### src/rtl/rpa_pkg.sv
package rpa_pkg;

    localparam int LFSR_W = 16;
    localparam int RND_W  = 8;
    localparam logic [LFSR_W-1:0] LFSR_ALT_SEED = 16'hACE1;

    typedef enum logic {
        PH_PRIME,
        PH_RUN
    } phase_e;

    typedef enum logic [1:0] {
        SH_START,
        SH_SWAP,
        SH_READY
    } shuf_e;

    // taps 16,14,13,11: maximal length, never reaches zero from a nonzero state
    function automatic logic [LFSR_W-1:0] lfsr_advance(input logic [LFSR_W-1:0] s);
        return {s[LFSR_W-2:0], s[15] ^ s[13] ^ s[12] ^ s[10]};
    endfunction

endpackage

### src/rtl/rpa_lfsr.sv
module rpa_lfsr
    import rpa_pkg::*;
(
    input  logic              clk,
    input  logic              rst_n,
    input  logic              seed_load,
    input  logic [LFSR_W-1:0] seed_value,
    output logic [LFSR_W-1:0] state
);

    logic [LFSR_W-1:0] state_q;
    logic [LFSR_W-1:0] state_d;

    always_comb begin
        if (seed_load)
            state_d = (seed_value == '0) ? LFSR_ALT_SEED : seed_value;
        else
            state_d = lfsr_advance(state_q);
    end

    always_ff @(posedge clk or negedge rst_n) begin
        if (!rst_n)
            state_q <= LFSR_ALT_SEED;
        else
            state_q <= state_d;
    end

    assign state = state_q;

endmodule

### src/rtl/rpa_shuffle.sv
module rpa_shuffle
    import rpa_pkg::*;
#(
    parameter int N    = 4,
    parameter int ID_W = 2
) (
    input  logic                      clk,
    input  logic                      rst_n,
    input  logic                      restart,
    input  logic [RND_W-1:0]          rnd,
    output logic [N-1:0][ID_W-1:0]    next_perm
);

    shuf_e                  state_q, state_d;
    logic [ID_W-1:0]        step_q, step_d;
    logic [N-1:0][ID_W-1:0] work_q, work_d;

    logic [N-1:0][ID_W-1:0] base;
    logic [N-1:0][ID_W-1:0] swapped;
    logic [ID_W-1:0]        idx;
    logic [RND_W-1:0]       divisor;
    logic [RND_W-1:0]       draw;
    logic [ID_W-1:0]        pick;

    // one Fisher-Yates swap per cycle; SH_START begins from the identity order
    always_comb begin
        for (int i = 0; i < N; i++)
            base[i] = (state_q == SH_START) ? ID_W'(i) : work_q[i];
        idx     = (state_q == SH_START) ? ID_W'(N - 1) : step_q;
        divisor = RND_W'(idx) + RND_W'(1);
        draw    = rnd % divisor;
        pick    = draw[ID_W-1:0];
        swapped       = base;
        swapped[idx]  = base[pick];
        swapped[pick] = base[idx];
    end

    always_comb begin
        state_d = state_q;
        step_d  = step_q;
        work_d  = work_q;
        if (restart) begin
            state_d = SH_START;
        end else begin
            unique case (state_q)
                SH_START: begin
                    work_d  = swapped;
                    step_d  = ID_W'(N - 2);
                    state_d = (N > 2) ? SH_SWAP : SH_READY;
                end
                SH_SWAP: begin
                    work_d = swapped;
                    step_d = step_q - ID_W'(1);
                    if (step_q == ID_W'(1))
                        state_d = SH_READY;
                end
                SH_READY: begin
                    state_d = SH_READY;
                end
                default: state_d = SH_START;
            endcase
        end
    end

    always_ff @(posedge clk or negedge rst_n) begin
        if (!rst_n) begin
            state_q <= SH_START;
            step_q  <= '0;
            for (int i = 0; i < N; i++)
                work_q[i] <= ID_W'(i);
        end else begin
            state_q <= state_d;
            step_q  <= step_d;
            work_q  <= work_d;
        end
    end

    assign next_perm = work_q;

endmodule

### src/rtl/rpa_sequencer.sv
module rpa_sequencer
    import rpa_pkg::*;
#(
    parameter int N           = 4,
    parameter int ID_W        = 2,
    parameter int SLOT_CYCLES = 2
) (
    input  logic                   clk,
    input  logic                   rst_n,
    input  logic                   seed_load,
    input  logic [N-1:0]           req,
    input  logic [N-1:0][ID_W-1:0] next_perm,
    output logic [N-1:0][ID_W-1:0] cur_perm,
    output logic [N-1:0]           grant,
    output logic                   live,
    output logic                   win_last
);

    localparam int WIN   = N * SLOT_CYCLES;
    localparam int CYC_W = (WIN > 1) ? $clog2(WIN) : 1;

    phase_e                 phase_q;
    logic [CYC_W-1:0]       cyc_q;
    logic [N-1:0][ID_W-1:0] cur_q;
    logic [ID_W-1:0]        slot;
    logic [ID_W-1:0]        owner;

    assign win_last = (cyc_q == CYC_W'(WIN - 1));
    assign slot     = ID_W'(cyc_q / CYC_W'(SLOT_CYCLES));
    assign owner    = cur_q[slot];

    // state register: phase, window cycle, order in force
    always_ff @(posedge clk or negedge rst_n) begin
        if (!rst_n) begin
            phase_q <= PH_PRIME;
            cyc_q   <= '0;
            for (int i = 0; i < N; i++)
                cur_q[i] <= ID_W'(i);
        end else if (seed_load) begin
            phase_q <= PH_PRIME;
            cyc_q   <= '0;
        end else if (win_last) begin
            phase_q <= PH_RUN;
            cyc_q   <= '0;
            cur_q   <= next_perm;
        end else begin
            cyc_q   <= cyc_q + CYC_W'(1);
        end
    end

    // outputs
    always_comb begin
        grant = '0;
        live  = 1'b0;
        unique case (phase_q)
            PH_PRIME: begin
                grant = '0;
                live  = 1'b0;
            end
            PH_RUN: begin
                live  = 1'b1;
                grant = req & (N'(1) << owner);
            end
            default: grant = '0;
        endcase
    end

    assign cur_perm = cur_q;

endmodule

### src/rtl/rp_slot_arbiter.sv
module rp_slot_arbiter
    import rpa_pkg::*;
#(
    parameter int NUM_CORES   = 4,
    parameter int SLOT_CYCLES = 2
) (
    input  logic                                     clk,
    input  logic                                     rst_n,
    input  logic                                     seed_load,
    input  logic [LFSR_W-1:0]                        seed_value,
    input  logic [NUM_CORES-1:0]                     req,
    output logic [NUM_CORES-1:0]                     grant,
    output logic [NUM_CORES*$clog2(NUM_CORES)-1:0]   perm_obs,
    output logic                                     perm_live
);

    localparam int ID_W = $clog2(NUM_CORES);

    logic [LFSR_W-1:0]              lfsr_state;
    logic [NUM_CORES-1:0][ID_W-1:0] next_perm;
    logic [NUM_CORES-1:0][ID_W-1:0] cur_perm;
    logic                           win_last;

    rpa_lfsr u_lfsr (
        .clk        (clk),
        .rst_n      (rst_n),
        .seed_load  (seed_load),
        .seed_value (seed_value),
        .state      (lfsr_state)
    );

    rpa_shuffle #(
        .N    (NUM_CORES),
        .ID_W (ID_W)
    ) u_shuffle (
        .clk       (clk),
        .rst_n     (rst_n),
        .restart   (seed_load | win_last),
        .rnd       (lfsr_state[RND_W-1:0]),
        .next_perm (next_perm)
    );

    rpa_sequencer #(
        .N           (NUM_CORES),
        .ID_W        (ID_W),
        .SLOT_CYCLES (SLOT_CYCLES)
    ) u_seq (
        .clk       (clk),
        .rst_n     (rst_n),
        .seed_load (seed_load),
        .req       (req),
        .next_perm (next_perm),
        .cur_perm  (cur_perm),
        .grant     (grant),
        .live      (perm_live),
        .win_last  (win_last)
    );

    assign perm_obs = cur_perm;

endmodule

### config.mk
export PLATFORM = sky130hd
export DESIGN_NAME = rp_slot_arbiter
export DESIGN_NICKNAME = d
export VERILOG_FILES = /design/src/rtl/rpa_pkg.sv /design/src/rtl/rpa_lfsr.sv /design/src/rtl/rpa_shuffle.sv /design/src/rtl/rpa_sequencer.sv /design/src/rtl/rp_slot_arbiter.sv
export SDC_FILE = /design/constraint.sdc
export NUM_CORES = 1
export LEC_CHECK = 0
export ABC_AREA = 1
export ABC_CLOCK_PERIOD_IN_PS = 11700
export BUFFER_PORTS_ARGS = -buffer_cell sky130_fd_sc_hd__buf_2
export CAP_MARGIN = 0
export CORE_ASPECT_RATIO = 2
export CORE_MARGIN = 5
export CORE_UTILIZATION = 35
export DETAILED_ROUTE_END_ITERATION = 16
export GPL_TIMING_DRIVEN = 0
export PLACE_DENSITY = 0.56
export SYNTH_ARGS = -nofsm -noshare
export SYNTH_HDL_FRONTEND = slang
export SYNTH_SLANG_ARGS = --single-unit
### constraint.sdc
create_clock -name clk -period 11.7 [get_ports clk]
set_clock_uncertainty 0.05 [all_clocks]
set_input_delay 2.34 -clock clk [delete_from_list [all_inputs] [get_ports clk]]
set_output_delay 2.34 -clock clk [all_outputs]
set_load 0.03 [all_outputs]
# ---- Word-level counts from Yosys, hierarchy flattened
# Index checks and enable logic that the tools add are counted.
dict set report op_classes {
  n_addsub 3
  mul 0
  div 1
  n_lt_le_gt_ge 5
  n_eq_ne 5
  n_shift 1
  muxes 29
  n_bitwise 8
  n_reduce_logical 10
}
# op n
set ops {}
lappend ops {{16-bit 2-to-1 mux} 2}
lappend ops {{2-bit 2-to-1 mux} 12}
lappend ops {{8-bit bitwise mux} 2}
lappend ops {{16-bit zero test} 1}
lappend ops {{2-bit binary-select mux with 2-bit select} 3}
lappend ops {{2-bit by 3-bit less-than comparator with 1-bit output (second input constant)} 3}
lappend ops {{2-bit demux with 2-bit select} 2}
lappend ops {{8-bit by 8-bit remainder unit with 8-bit output} 1}
lappend ops {{4-bit case mux with 2 select lines} 1}
lappend ops {{3-bit 2-to-1 mux} 2}
lappend ops {{2-bit case mux with 3 select lines} 1}
lappend ops {{2-bit AND reduction} 3}
lappend ops {{4-bit bitwise AND} 1}
lappend ops {{2-bit by 1-bit == test with 1-bit output (second input constant)} 2}
lappend ops {{2-bit by 1-bit greater-or-equal comparator with 1-bit output (second input constant)} 2}
lappend ops {{2-bit case mux with 2 select lines} 1}
lappend ops {{2-bit nonzero test} 2}
lappend ops {{1-bit by 2-bit left shift with 4-bit output (first input constant)} 1}
lappend ops {{2-bit by 1-bit adder with 3-bit output (second input constant)} 1}
lappend ops {{3-bit by 1-bit adder with 3-bit output (second input constant)} 1}
lappend ops {{3-bit == test (second input constant)} 1}
lappend ops {{3-bit by 1-bit != test with 1-bit output (second input constant)} 1}
lappend ops {{1-bit NOT} 3}
lappend ops {{1-bit XOR} 3}
lappend ops {{other kinds (8)} 10}
dict set report word_totals {
  regBits 40
  latch_bits 0
  mem_bits_rw 0
  romBits 0
  in_bits 23
  out_inout_bits 13
  elab_cells 75
  memories 0
}

# ---- Depth between registers and ports, before layout
dict set report depth {
  word_depth 9
  mapped_depth 84
  depth_no_buf 83
}

# ---- Modules after synthesis
# Synthesis repeated with hierarchy kept, for this count alone.
dict set report hier_totals {
  hier_cells 558
  hier_area_um2 3663.5
}
# module instances cells_per_inst area_per_inst_um2 seq_area_each_um2
set modules_own_cells {}
lappend modules_own_cells {rpa_shuffle 1 376 2233.4 305.3}
lappend modules_own_cells {rpa_lfsr 1 99 754.5 410.4}
lappend modules_own_cells {rpa_sequencer 1 80 664.4 305.3}
lappend modules_own_cells {rp_slot_arbiter 1 3 11.3 0.0}

# ---- Worst setup path before layout
# Ideal clock, no wire load.
dict set report synth_timing {
  path_type {register -> register}
  from {register u_shuffle.state_q[0]}
  to {register u_shuffle.work_q, in the netlist u_shuffle.next_perm[0]}
  setup_ns 0.073
  arrival_time_ns 9.437
  t_required_ns 11.577
  slack_ns 2.140
  path_stages_with_launch 77
  path_buffers 1
  synth_period_minus_slack_ns 9.560
  path_cell_list {dfrtp_1 inv_1 ha_1 buf_4 inv_4 nand2_2 inv_1 ha_1 inv_1 nand2_2 nand2_1 nand2_2 nand2_1 inv_1 ha_1 nand2_1 nand2_1 nand2_2 [... 41 more ...] nor2_2 inv_2 o21ai_2 ha_1 inv_1 o21ai_0 a21o_1 nor2_1 nand3_1 nor2_2 nand3_4 o21ai_4 inv_2 nor2_4 nand2_1 nand2_1 inv_1 a21oi_2}
}
dict set report synth_via {
  elab_chain_len 9
  elab_cells_between_ends 27
  classes_between {add/sub: 1; div: 1; order compare: 4; eq/ne: 1; mux: 15; reduce/logical: 5}
}
# item line_no
set synth_rtl {}
lappend synth_rtl {{start, declared} rpa_shuffle.sv:14} ;# shuf_e state_q, state_d;
lappend synth_rtl {{start signal, assigned} rpa_shuffle.sv:72} ;# state_q <= state_d;
lappend synth_rtl {{2-bit zero test} {rpa_shuffle.sv:28, rpa_shuffle.sv:29, rpa_shuffle.sv:45}}
lappend synth_rtl {{2-bit 2-to-1 mux} rpa_shuffle.sv:29} ;# idx = (state_q == SH_START) ? ID_W'(N - 1) : step_q;
lappend synth_rtl {{2-bit by 1-bit adder with 3-bit output} rpa_shuffle.sv:30} ;# divisor = RND_W'(idx) + RND_W'(1);
lappend synth_rtl {{8-bit by 8-bit remainder unit with 8-bit output} rpa_shuffle.sv:31} ;# draw = rnd % divisor;
lappend synth_rtl {{2-bit by 3-bit less-than comparator with 1-bit output (implied by the code) or 2-bit by 1-bit greater-or-equal comparator with 1-bit output (tied branches)} rpa_shuffle.sv:35} ;# swapped[pick] = base[idx];
lappend synth_rtl {{1-bit logical AND (implied by the code)} rpa_shuffle.sv:35}
lappend synth_rtl {{2-bit 2-to-1 mux (implied by the code)} rpa_shuffle.sv:35}
lappend synth_rtl {{2-bit demux with 2-bit select} -}
lappend synth_rtl {{8-bit bitwise mux} rpa_shuffle.sv:35}
lappend synth_rtl {{end signal, assigned by index} rpa_shuffle.sv:70} ;# work_q[i] <= ID_W'(i);
lappend synth_rtl {{end signal, assigned} rpa_shuffle.sv:74} ;# work_q <= work_d;
lappend synth_rtl {{end, declared} rpa_shuffle.sv:16} ;# logic [N-1:0][ID_W-1:0] work_q, work_d;
# Several ways; a longest one is shown, not always the timed one. The select of a mux whose other input is x is not followed.
# A chain may end at the register's enable or synchronous reset.

# ---- Worst setup path in the final report
dict set report layout_timing {
  from {register u_shuffle.state_q[1]}
  to {register u_shuffle.work_q, in the netlist u_shuffle.next_perm[7]}
}
# The elaborated chain is that of the path after synthesis.

==> out/results.tsv <==
stage	metric	value	unit
min_path	worstHoldStart	u_seq.cyc_q[0]	
die	die_x	82.1	um
cells_and_area	fill_cells	1126	
sta	report.final.slew_viol_count	0	
routing	vias	3456	
synthesis	synth_top_area_share	16.5	%
critical_path	critPathMaxStageDelay	0.37	ns
routing	post_drt_via_cell_ratio	4.84	
die	die-area	12700	sq um
cells_and_area	diodes	0	
routing	ant_nets	0	
synthesis	yosys_register_bits	40	
critical_path	worstSetupPathType	flop to flop	
critical_path	cp.arrival	10.59	ns
placement	dp_hpwl	7700	um
synthesis	ys_types	46	
sta	hold_viol	0	
clock_network	clk_latency	0.29	ns
routing	drt_iter0_markers	96	
global_route	grt.total_usage	15.8	%
global_route	grt_pass1_wl	15800	um
run_status	outcome	completed	
clock_network	htree_levels	2	
synthesis	synth_edf_count	0	
synthesis	yosys-top-cells-area	dfrtp_1, nand2_1, dfstp_2, inv_1, ha_1	
critical_path	r2r_start	u_shuffle.state_q[1]	
cells_and_area	regArea	1020	sq um
critical_path	cp-start-kind	flop	
clock_network	ctsHoldBuffers	0	
synthesis	netlist_instances	531	
die	die_y	154	um
global_route	grt_pass1_vias	3520	
critical_path	slowest_stage	ha_1	
critical_path	worst_r2r_path_depth	81	
placement	finalWeightedCongestion	0.993	
cells_and_area	layout-drive-gt1-share	21.8	%
clock_network	cts.sinks	40	
critical_path	worstPathRequired	11.87	ns
sta	finalSetupViolCount	0	
clock_network	numCtsBuffers	5	
placement	place_inst	701	
synthesis	ys_top_cells_by_count	nand2_1, inv_1, nor2_1	
die	initial_core_util	35.9	%
critical_path	reg2reg_to	u_shuffle.next_perm[7]	
critical_path	worstSetupEndpointType	flop	
synthesis	synthFlopType	dfrtp_1	
min_path	hold_path.class	flop to flop	
min_path	hold_depth	1	
sta	finalCritPeriodShare	89.1	%
routing	finalWirelength	9220	um
clock_network	clk_pin_slew_worst_paths	0.06	ns
die	rows	52	
cells_and_area	final_nets	625	
synthesis	yosysWarnings	0	
critical_path	rrSetupSlack	1.28	ns
global_route	grt_max_degree	41	
flow_run	cap_violations	0	
sta	timing.slew.headroom	41.0	%
synthesis	postSynthAreaPerCell	6.86	sq um
global_route	overflow	0	
sta	tightest_slew	0.885	ns
clock_network	clock_path_buffers	2	
die	core_area	10100	sq um
synthesis	synthMostInstantiatedCell	nand2_1	
global_route	antenna_found_initial	0	
placement	port_buffers	35	
cells_and_area	multi_input_area	2290	sq um
cells_and_area	layout.cells.non_filler	714	
synthesis	syn-num-nets	578	
routing	drt_pre_antenna_iters	4	
routing	wl_per_cell	12.9	um
sta	period_minus_slack	10.42	ns
critical_path	cp_common_cell	nand2_1	
synthesis	synth_top_area_cell	dfrtp_1	
routing	drc	0	
synthesis	synthArstFlopShare	100	%
clock_network	cts_root_buf	clkbuf_16	
clock_network	cts_tree	built	
sta	max_freq	0.0960	GHz
min_path	holdPathEnd	u_seq.cyc_q[0]	
synthesis	synth.cell_area	3640	sq um
critical_path	crit_fanout	8	
die	ios	36	
synthesis	ys_seq_area_share	28.0	%
cells_and_area	syn_to_final_growth	16.4	%
[per-stage QoR]
stage          utilization, %  hold WS (ns)  instance area, sq um  worst slack [ns]  TNS, ns
2_1_floorplan               -         0.358                  3640              2.14        0
6_report                 41.7         0.382                  4240              1.28        0
4_1_cts                  41.0         0.385                  4160             0.558        0
3_5_place_dp             39.3         0.376                  3990             0.618        0
3_3_place_gp             39.3         0.376                  3990             0.779        0
5_1_grt                  41.7         0.422                  4240           -0.0228  -0.0228
[sequential cells by signal, indices dropped and copies added, names as in the netlist]
| register | cells |
|---|---|
| u_shuffle.state_q | 2 |
| u_seq.cur_perm | 8 |
| u_seq.cyc_q | 3 |
| u_lfsr.state | 16 |
| u_seq.phase_q | 1 |
| u_shuffle.next_perm | 8 |
| u_shuffle.step_q | 2 |
[critical path: cells and delay by family, from the launching register on]
family | cells | cell delay (ns)
adder cells (fa/ha/maj) | 9 | 2.56
buffers and inverters | 16 | 1.41
flip-flops | 1 | 0.36
AO/OA/AOI/OAI | 13 | 1.56
AND/OR/NAND/NOR | 43 | 4.38
[timing repair]
item	CTS	global route
gates resized for setup	0	10
setup buffers	0	5
hold endpoints to repair	0	0
endpoints found under the setup margin	0	8
[final cells by class]
type | instances | share of cell area, %
Clock inverter | 2 | 0.916
Inverter | 90 | 8.18
Multi-Input combinational cell | 396 | 54.0
Clock buffer | 6 | 3.28
Tap cell | 135 | 3.99
Buffer | 5 | 0.532
Sequential cell | 40 | 24.1
Timing Repair Buffer | 40 | 5.02
[cells in the final DEF, fill, tap and decap left out, types with 12 or more instances in the layout]
master	instances
dfrtp_1	24
inv_1	81
nor2_1	54
o21ai_0	26
ha_1	23
dfstp_2	16
nand2_2	12
nand2_1	147
buf_2	35
a21oi_1	16
nand3_1	34
[worst max path at each step]
stage,start,to,slack (ns),depth (start not counted)
floorplan,u_shuffle.state_q[0],u_shuffle.next_perm[0],2.14,76
global placement,u_shuffle.state_q[1],u_shuffle.next_perm[7],0.78,78
detailed placement,u_shuffle.state_q[1],u_shuffle.next_perm[7],0.62,78
CTS,u_shuffle.state_q[1],u_shuffle.next_perm[6],0.56,78
global route,u_shuffle.state_q[0],u_shuffle.next_perm[6],-0.02,82
finish,u_shuffle.state_q[1],u_shuffle.next_perm[7],1.28,81
[kinds of logic after synthesis]
logic type      count (synthesis)  share of synthesized area (%)
xor+xnor                       10                           2.41
buf+inv                        95                           10.0
flops                          40                           28.0
compound gates                 70                           11.8
mux                             2                          0.619
simple gates                  290                           38.6
fa+ha+maj                      24                           8.45
[routing by layer]
metal	track usage (%)	share of wire, %	up-vias
met5	0	0	-
met2	31.5	59	60
met4	7.77	4.3	0
met1	14.9	34	1599
li1	-	-	1769
met3	1.75	2.1	28
Power is left out: the tool's default activity adds up to more than one toggle a clock period on the data nets, which glitch-free logic cannot reach.
